## config.mk

```make
export PLATFORM = sky130hd
export DESIGN_NAME = pxp_packer
export DESIGN_NICKNAME = d
export VERILOG_FILES = /design/src/rtl/pxp_pkg.sv /design/src/rtl/pxp_alpha.sv /design/src/rtl/pxp_format.sv /design/src/rtl/pxp_lanes.sv /design/src/rtl/pxp_packer.sv
export SDC_FILE = /design/constraint.sdc
export NUM_CORES = 1
export LEC_CHECK = 0
export BUFFER_PORTS_ARGS = -buffer_cell sky130_fd_sc_hd__buf_2
export CORE_ASPECT_RATIO = 1.4
export CORE_UTILIZATION = 53
export DETAILED_ROUTE_END_ITERATION = 10
export GPL_ROUTABILITY_DRIVEN = 0
export GPL_TIMING_DRIVEN = 0
export HOLD_SLACK_MARGIN = 0.02
export PLACE_DENSITY = 0.88
export SLEW_MARGIN = 20
export SYNTH_ARGS = -nofsm -noshare
export SYNTH_HDL_FRONTEND = slang
export SYNTH_SLANG_ARGS = --single-unit
```

## constraint.sdc

```tcl
create_clock -name clk -period 3.95 [get_ports clk]
set_input_delay 0.1975 -clock clk [delete_from_list [all_inputs] [get_ports clk]]
set_output_delay 0.1975 -clock clk [all_outputs]
set_load 0.05 [all_outputs]
```

## src/rtl/pxp_pkg.sv

```systemverilog
package pxp_pkg;

    localparam int CH_W      = 8;
    localparam int FMT_W     = 4;
    localparam int PIX_BYTES = 4;

    // Arrange four channel bytes by a 2-bit order selector, high byte first.
    function automatic logic [4*CH_W-1:0] order4(
        input logic [1:0]      sel,
        input logic [CH_W-1:0] a,
        input logic [CH_W-1:0] r,
        input logic [CH_W-1:0] g,
        input logic [CH_W-1:0] b
    );
        logic [4*CH_W-1:0] res;
        case (sel)
            2'd0:    res = {a, b, g, r};
            2'd1:    res = {a, r, g, b};
            2'd2:    res = {b, g, r, a};
            default: res = {r, g, b, a};
        endcase
        return res;
    endfunction

endpackage

```

## src/rtl/pxp_alpha.sv

```systemverilog
module pxp_alpha
    import pxp_pkg::*;
(
    input  logic [CH_W-1:0] alpha_in,
    input  logic            use_pixel,
    input  logic            invert,
    output logic [CH_W-1:0] alpha_out
);

    always_comb begin
        if (use_pixel) begin
            alpha_out = invert ? ~alpha_in : alpha_in;
        end else begin
            alpha_out = {CH_W{~invert}};
        end
    end

endmodule

```

## src/rtl/pxp_format.sv

```systemverilog
module pxp_format
    import pxp_pkg::*;
(
    input  logic [FMT_W-1:0]          code,
    input  logic [CH_W-1:0]           a_val,
    input  logic [CH_W-1:0]           r_in,
    input  logic [CH_W-1:0]           g_in,
    input  logic [CH_W-1:0]           b_in,
    output logic [PIX_BYTES*CH_W-1:0] packed_px,
    output logic [2:0]                nbytes,
    output logic                      bad
);

    localparam int NIB = CH_W / 2;

    logic [4*CH_W-1:0] wide;
    logic [4*CH_W-1:0] narrow;

    always_comb begin
        wide   = order4(code[1:0], a_val, r_in, g_in, b_in);
        narrow = order4(code[1:0],
                        {{NIB{1'b0}}, a_val[CH_W-1 -: NIB]},
                        {{NIB{1'b0}}, r_in[CH_W-1 -: NIB]},
                        {{NIB{1'b0}}, g_in[CH_W-1 -: NIB]},
                        {{NIB{1'b0}}, b_in[CH_W-1 -: NIB]});
        packed_px = '0;
        nbytes    = 3'd0;
        bad       = 1'b0;
        case (code)
            4'd0, 4'd1, 4'd2, 4'd3: begin
                for (int j = 0; j < 4; j++) begin
                    packed_px[j*NIB +: NIB] = narrow[j*CH_W +: NIB];
                end
                nbytes = 3'd2;
            end
            4'd6: begin
                packed_px[15:0] = {b_in[7:3], g_in[7:2], r_in[7:3]};
                nbytes          = 3'd2;
            end
            4'd7: begin
                packed_px[15:0] = {r_in[7:3], g_in[7:2], b_in[7:3]};
                nbytes          = 3'd2;
            end
            4'd8: begin
                packed_px[23:0] = {b_in, g_in, r_in};
                nbytes          = 3'd3;
            end
            4'd9: begin
                packed_px[23:0] = {r_in, g_in, b_in};
                nbytes          = 3'd3;
            end
            4'd12, 4'd13, 4'd14, 4'd15: begin
                packed_px = wide;
                nbytes    = 3'd4;
            end
            default: begin
                bad = 1'b1;
            end
        endcase
    end

endmodule

```

## src/rtl/pxp_lanes.sv

```systemverilog
module pxp_lanes
    import pxp_pkg::*;
#(
    parameter int LANES = 4,
    parameter int CNT_W = 3
) (
    input  logic [LANES*CH_W-1:0]     acc,
    input  logic [CNT_W-1:0]          fill,
    input  logic [PIX_BYTES*CH_W-1:0] px,
    input  logic [2:0]                nbytes,
    output logic [2*LANES*CH_W-1:0]   cdat,
    output logic [2*LANES-1:0]        cvld
);

    localparam int SEL_W = $clog2(PIX_BYTES);

    for (genvar p = 0; p < 2*LANES; p++) begin : g_pos
        logic [CNT_W-1:0] k;
        always_comb begin
            k = CNT_W'(p) - fill;
            cdat[p*CH_W +: CH_W] = '0;
            cvld[p]              = 1'b0;
            if (CNT_W'(p) < fill) begin
                if (p < LANES) begin
                    cdat[p*CH_W +: CH_W] = acc[(p % LANES)*CH_W +: CH_W];
                    cvld[p]              = 1'b1;
                end
            end else if (k < CNT_W'(nbytes)) begin
                cdat[p*CH_W +: CH_W] = px[CH_W*k[SEL_W-1:0] +: CH_W];
                cvld[p]              = 1'b1;
            end
        end
    end

endmodule

```

## src/rtl/pxp_packer.sv

```systemverilog
module pxp_packer
    import pxp_pkg::*;
#(
    parameter int LANES = 4
) (
    input  logic                  clk,
    input  logic                  rst_n,
    input  logic                  in_valid,
    output logic                  in_ready,
    input  logic [4*CH_W-1:0]     in_pixel,
    input  logic                  in_eol,
    input  logic [FMT_W-1:0]      in_fmt,
    input  logic                  in_alpha_en,
    input  logic                  in_alpha_inv,
    input  logic [LANES-1:0]      in_byte_en,
    output logic                  out_valid,
    input  logic                  out_ready,
    output logic [LANES*CH_W-1:0] out_data,
    output logic [LANES-1:0]      out_strb,
    output logic                  out_err
);

    localparam int CNT_W  = $clog2(2*LANES);
    localparam int WORD_W = LANES*CH_W;

    typedef struct packed {
        logic [WORD_W-1:0] acc;
        logic [CNT_W-1:0]  fill;
        logic              flush;
        logic [LANES-1:0]  mask;
        logic              ov;
        logic [WORD_W-1:0] od;
        logic [LANES-1:0]  os;
        logic              err;
    } pk_state_t;

    pk_state_t s_d, s_q;

    logic [CH_W-1:0]           alpha_v;
    logic [PIX_BYTES*CH_W-1:0] px_packed;
    logic [2:0]                px_n;
    logic                      px_bad;
    logic [2*WORD_W-1:0]       c_dat;
    logic [2*LANES-1:0]        c_vld;
    logic [LANES-1:0]          acc_vld;
    logic                      slot_free;
    logic                      take;
    logic [CNT_W-1:0]          total;

    pxp_alpha u_alpha (
        .alpha_in  (in_pixel[31:24]),
        .use_pixel (in_alpha_en),
        .invert    (in_alpha_inv),
        .alpha_out (alpha_v)
    );

    pxp_format u_format (
        .code      (in_fmt),
        .a_val     (alpha_v),
        .r_in      (in_pixel[23:16]),
        .g_in      (in_pixel[15:8]),
        .b_in      (in_pixel[7:0]),
        .packed_px (px_packed),
        .nbytes    (px_n),
        .bad       (px_bad)
    );

    pxp_lanes #(.LANES(LANES), .CNT_W(CNT_W)) u_lanes (
        .acc    (s_q.acc),
        .fill   (s_q.fill),
        .px     (px_packed),
        .nbytes (px_n),
        .cdat   (c_dat),
        .cvld   (c_vld)
    );

    for (genvar i = 0; i < LANES; i++) begin : g_accv
        assign acc_vld[i] = CNT_W'(i) < s_q.fill;
    end

    always_comb begin
        slot_free = !s_q.ov || out_ready;
        in_ready  = !s_q.flush && slot_free;
        take      = in_valid && in_ready;
        total     = s_q.fill + CNT_W'(px_n);

        s_d     = s_q;
        s_d.err = take && px_bad;
        if (out_ready) begin
            s_d.ov = 1'b0;
            s_d.os = '0;
        end

        if (s_q.flush && slot_free) begin
            s_d.ov    = 1'b1;
            s_d.od    = s_q.acc;
            s_d.os    = acc_vld & s_q.mask;
            s_d.acc   = '0;
            s_d.fill  = '0;
            s_d.flush = 1'b0;
        end else if (take) begin
            s_d.mask = in_byte_en;
            if (total >= CNT_W'(LANES)) begin
                s_d.ov    = 1'b1;
                s_d.od    = c_dat[WORD_W-1:0];
                s_d.os    = in_byte_en;
                s_d.acc   = c_dat[2*WORD_W-1:WORD_W];
                s_d.fill  = total - CNT_W'(LANES);
                s_d.flush = in_eol && (|c_vld[2*LANES-1:LANES]);
            end else if (in_eol) begin
                if (total != '0) begin
                    s_d.ov = 1'b1;
                    s_d.od = c_dat[WORD_W-1:0];
                    s_d.os = c_vld[LANES-1:0] & in_byte_en;
                end
                s_d.acc  = '0;
                s_d.fill = '0;
            end else begin
                s_d.acc  = c_dat[WORD_W-1:0];
                s_d.fill = total;
            end
        end
    end

    always_ff @(posedge clk or negedge rst_n) begin
        if (!rst_n) begin
            s_q <= '0;
        end else begin
            s_q <= s_d;
        end
    end

    assign out_valid = s_q.ov;
    assign out_data  = s_q.od;
    assign out_strb  = s_q.os;
    assign out_err   = s_q.err;

    // Stalled output word must not move.
    assert_hold_R10: assert property (@(posedge clk) disable iff (!rst_n)
        out_valid && !out_ready |=> out_valid && $stable(out_data) && $stable(out_strb));

    assert_gate_R10: assert property (@(posedge clk) disable iff (!rst_n)
        out_valid && !out_ready |-> !in_ready);

    // Error pulse only after acceptance of a code with no layout.
    assert_err_R9: assert property (@(posedge clk) disable iff (!rst_n)
        out_err |-> $past(in_valid && in_ready &&
            ((in_fmt[3:2] == 2'b01 && !in_fmt[1]) || (in_fmt[3:2] == 2'b10 && in_fmt[1]))));

    assert_idle_R11: assert property (@(posedge clk) disable iff (!rst_n)
        !out_valid |-> out_strb == '0);

    // Pending tail word leaves as soon as the output drains.
    assert_tail_R12: assert property (@(posedge clk) disable iff (!rst_n)
        s_q.flush && out_ready |=> out_valid && !s_q.flush);

    assert_fill_R8: assert property (@(posedge clk) disable iff (!rst_n)
        s_q.fill < CNT_W'(LANES));

endmodule

```

==> qor.txt <==
reg2reg start = s_q[44]$_DFFE_PN0P_
Mapped Nets = 818
I/O pin total = 86
worst-skew pair later-pin latency = 0.34 ns
Worst Min Path Start = in_byte_en[1]
Syn. warnings = 0
wire per inst = 19.69 um
Die ar. = 12440 um2
drt drc = 0
M2 GR Usage = 52.74%
via count of the first global-routing pass = 6215
Final Setup Violations = 0
Inserted Clock Buffers = 9
Final period util = 95.59%
Post-Syn Area = 6356 um2
slowest stage delay, CP = 0.60 ns
relative slew slack = 43.00%
first-pass GRT wire length = 31.52 mm
CP required = 4.22 ns
Mean Syn Cell Area = 8.509 um2
Inst Count DP = 977
Num Clock Sinks = 78
CTS Buffer Depth = 2
largest net degree at the start of global routing = 44
FMAX = 0.2648 GHz
CORE AREA = 11760 um2
Yosys cell types = 87
Leak = 3.373 nW
Vias = 6554
post-detail-place hpwl = 14.70 mm
asr flop ratio synth = 100.0%
critical path startpoint = s_q[44]$_DFFE_PN0P_
GRT met1 Usage = 39.47%
TritonCTS clock tree = built
minimum clock period = 3.776 ns
post-synthesis instance total = 747
crit-path cells = clkinvlp_4, ha_1, inv_1, buf_2, ha_1, a21o_1, a221o_1, or2_2, a21boi_1, a21oi_1, a22o_1
Initial Util = 54.04%
Slew Viols, Final = 0
initial antenna violation count = 0
Nets = 913
CTS root buffer = clkbuf_16
post-DR vias/cell = 6.600
Die H = 131.6 um
gr ovfl total = 0
Max Fanout on Critical Path = 12
most frequent CP cell = ha_1
CP Data Arrival Time = 4.05 ns
share of cells above drive strength 1 = 24.23%
n_diodes = 0
Setup Crit Path Kind = register to register
crit end category = register
aggregate routed wire length = 19.55 mm
I/O Buffers = 82
reg-to-reg slack, setup = 0.17 ns
Worst-path clk slew = 0.06 ns
htree depth = 3
Final Hold Viols = 0
pwr/cell area = 704.2 nW/um2
cell row count = 47
Critical-path top delay cell = dfrtp_1
initial DRC count = 783
max cap viols = 0
outcome = finished clean
Layout area overhead = 14.63%
flops & latches, synth = 78
Hold Path Class = input pin to register
RSZ-0062 raised after global routing = no
post-route insts no fill = 993
drt first pass iters = 6
GRT busiest layer = met2
number of synthesized flops with an enable pin = 0
GR Layer Usage met3 = 6.308%
Layout Skew = 0.005855 ns
Least-Margin Pin Slew = 0.8460 ns
Pwr Total = 0.005131 W
Synth Flop Type = dfrtp_1
Seq/Total Area, Yosys = 30.71%
Die W = 94.56 um
Antenna Violating Nets Remaining = 0
Global Route Usage Sum = 32.87%
maximum VDD drop = 0.2738 mV
critical path launch point type = register
==> flip-flops by register name (all words and copies together) (netlist names) <==
| name | flops |
|---|---|
| out_err | 1 |
| out_valid | 1 |
| s_q | 40 |
| out_strb | 4 |
| out_data | 32 |
==> power by group <==
group	internal, W	switching (W)
Clock	0.000485	0.000336
Sequential	0.00108	0.000203
Combinational	0.000999	0.00203
Total	0.00256	0.00257
==> synth_stat cells, types with 6 or more instances <==
master	number	share of area [%]
clkbuf_1	16	0.94
and3_1	7	0.69
mux2_2	12	2.1
nand2b_1	11	1.1
a21oi_1	43	3.4
nand2_1	87	5.1
a22oi_1	32	3.8
buf_4	39	4.6
o21ai_1	10	0.79
o221ai_1	11	1.5
inv_1	20	1.2
nor2_1	44	2.6
o211ai_1	6	0.71
a22o_1	7	0.96
dfrtp_1	78	31
ha_1	23	4.5
xnor2_1	8	1.1
o22ai_1	12	1.2
buf_2	14	1.1
a211oi_1	7	0.83
nor2b_1	8	0.79
mux2i_1	35	5.5
a221oi_1	7	0.96
nand3_1	11	0.87
nor3_1	9	0.71
o21ai_0	75	5.9
a21o_1	6	0.71
==> critical path, delay by kind of cell (launching register included) <==
kind | cells | cell delay [ns]
buffers and inverters | 3 | 0.88
adder cells (fa/ha/maj) | 2 | 0.67
AO/OA/AOI/OAI | 5 | 1.24
flip-flops | 1 | 0.60
AND/OR/NAND/NOR | 1 | 0.31
==> worst paths after layout <==
| kind | endpoint | depth (start not counted) |
|---|---|---|
| max | s_q[68]$_DFFE_PN0P_ | 11 |
| max in group asynchronous | out_data[31]$_DFFE_PN0P_ | 3 |
| min in group asynchronous | out_strb[1]$_DFF_PN0_ | 2 |
| min | out_strb[1]$_DFF_PN0_ | 3 |
| min reg2reg | s_q[77]$_DFFE_PN0P_ | 2 |
| max reg2reg | s_q[68]$_DFFE_PN0P_ | 11 |
==> per-layer routing <==
metal	wire length (um)	vias up
met2	9348	498
li1	-	2943
met1	7329	3002
met5	0	-
met4	1250	0
met3	1626	111
==> placed cells by master (no fill, tap or decap), types with 5 or more instances in the layout <==
cell type,n
o21ai_0,75
o221ai_1,11
nor3_1,9
a22oi_1,32
buf_4,41
mux2_2,12
a32oi_1,5
nand2_1,87
and3_1,7
o211ai_1,6
a221oi_1,7
inv_1,19
o32ai_1,5
o21ai_1,10
a22o_1,7
xnor2_1,8
ha_1,23
dfrtp_1,78
nor2b_1,8
mux2i_1,35
or3_1,5
buf_2,96
a21o_1,6
a21oi_1,43
a211oi_1,7
clkbuf_16,9
o22ai_1,12
nand3_1,11
nand2b_1,11
nor2_1,44
clkbuf_1,14
==> area by class of cell <==
cell class	count	area [um2]
Clock inverter	6	63.81
Clock buffer	9	225.2
Fill cell	1035	4476
Inverter	22	86.33
Timing Repair inverter	1	5.005
Sequential cell	78	1952
Buffer	73	483.0
Multi-Input combinational cell	571	3829
Tap cell	147	183.9
Timing Repair Buffer	86	457.9
==> cells by family (layout without fill, tap and decap cells) <==
logic type | Yosys count | count (layout) | share of synthesized area, %
fa+ha+maj | 24 | 24 | 4.843
buf+inv | 98 | 197 | 9.055
flops | 78 | 78 | 30.71
mux | 50 | 50 | 8.307
simple gates | 201 | 201 | 14.74
xor+xnor | 13 | 13 | 2.028
compound gates | 283 | 283 | 30.31
==> per-stage QoR <==
step	hold WS [ns]	cell area (um2)	util [%]	setup slack, ns	TNS (ns)
CTS	0.09539	7282	61.91	0.1388	0
finish	0.1000	7286	61.95	0.1741	0
detailed placement	0.1895	6973	59.29	-0.6414	-6.316
global route	0.1146	7286	61.95	0.1107	0
global placement	0.4413	6950	59.10	-0.6002	-5.515
floorplan	-0.09809	6356	-	0.2062	0
==> timing repair <==
action                                  4_1_cts  5_1_grt
setup buffers                                 1        0
hold buffers                                  1        0
endpoints found under the setup margin       18        2
hold endpoints to repair                     35        0
cloned                                        1        0
gates resized for setup                       2        0
pin swaps                                     0        0
Note: power is estimated with default switching activity, not from simulation.
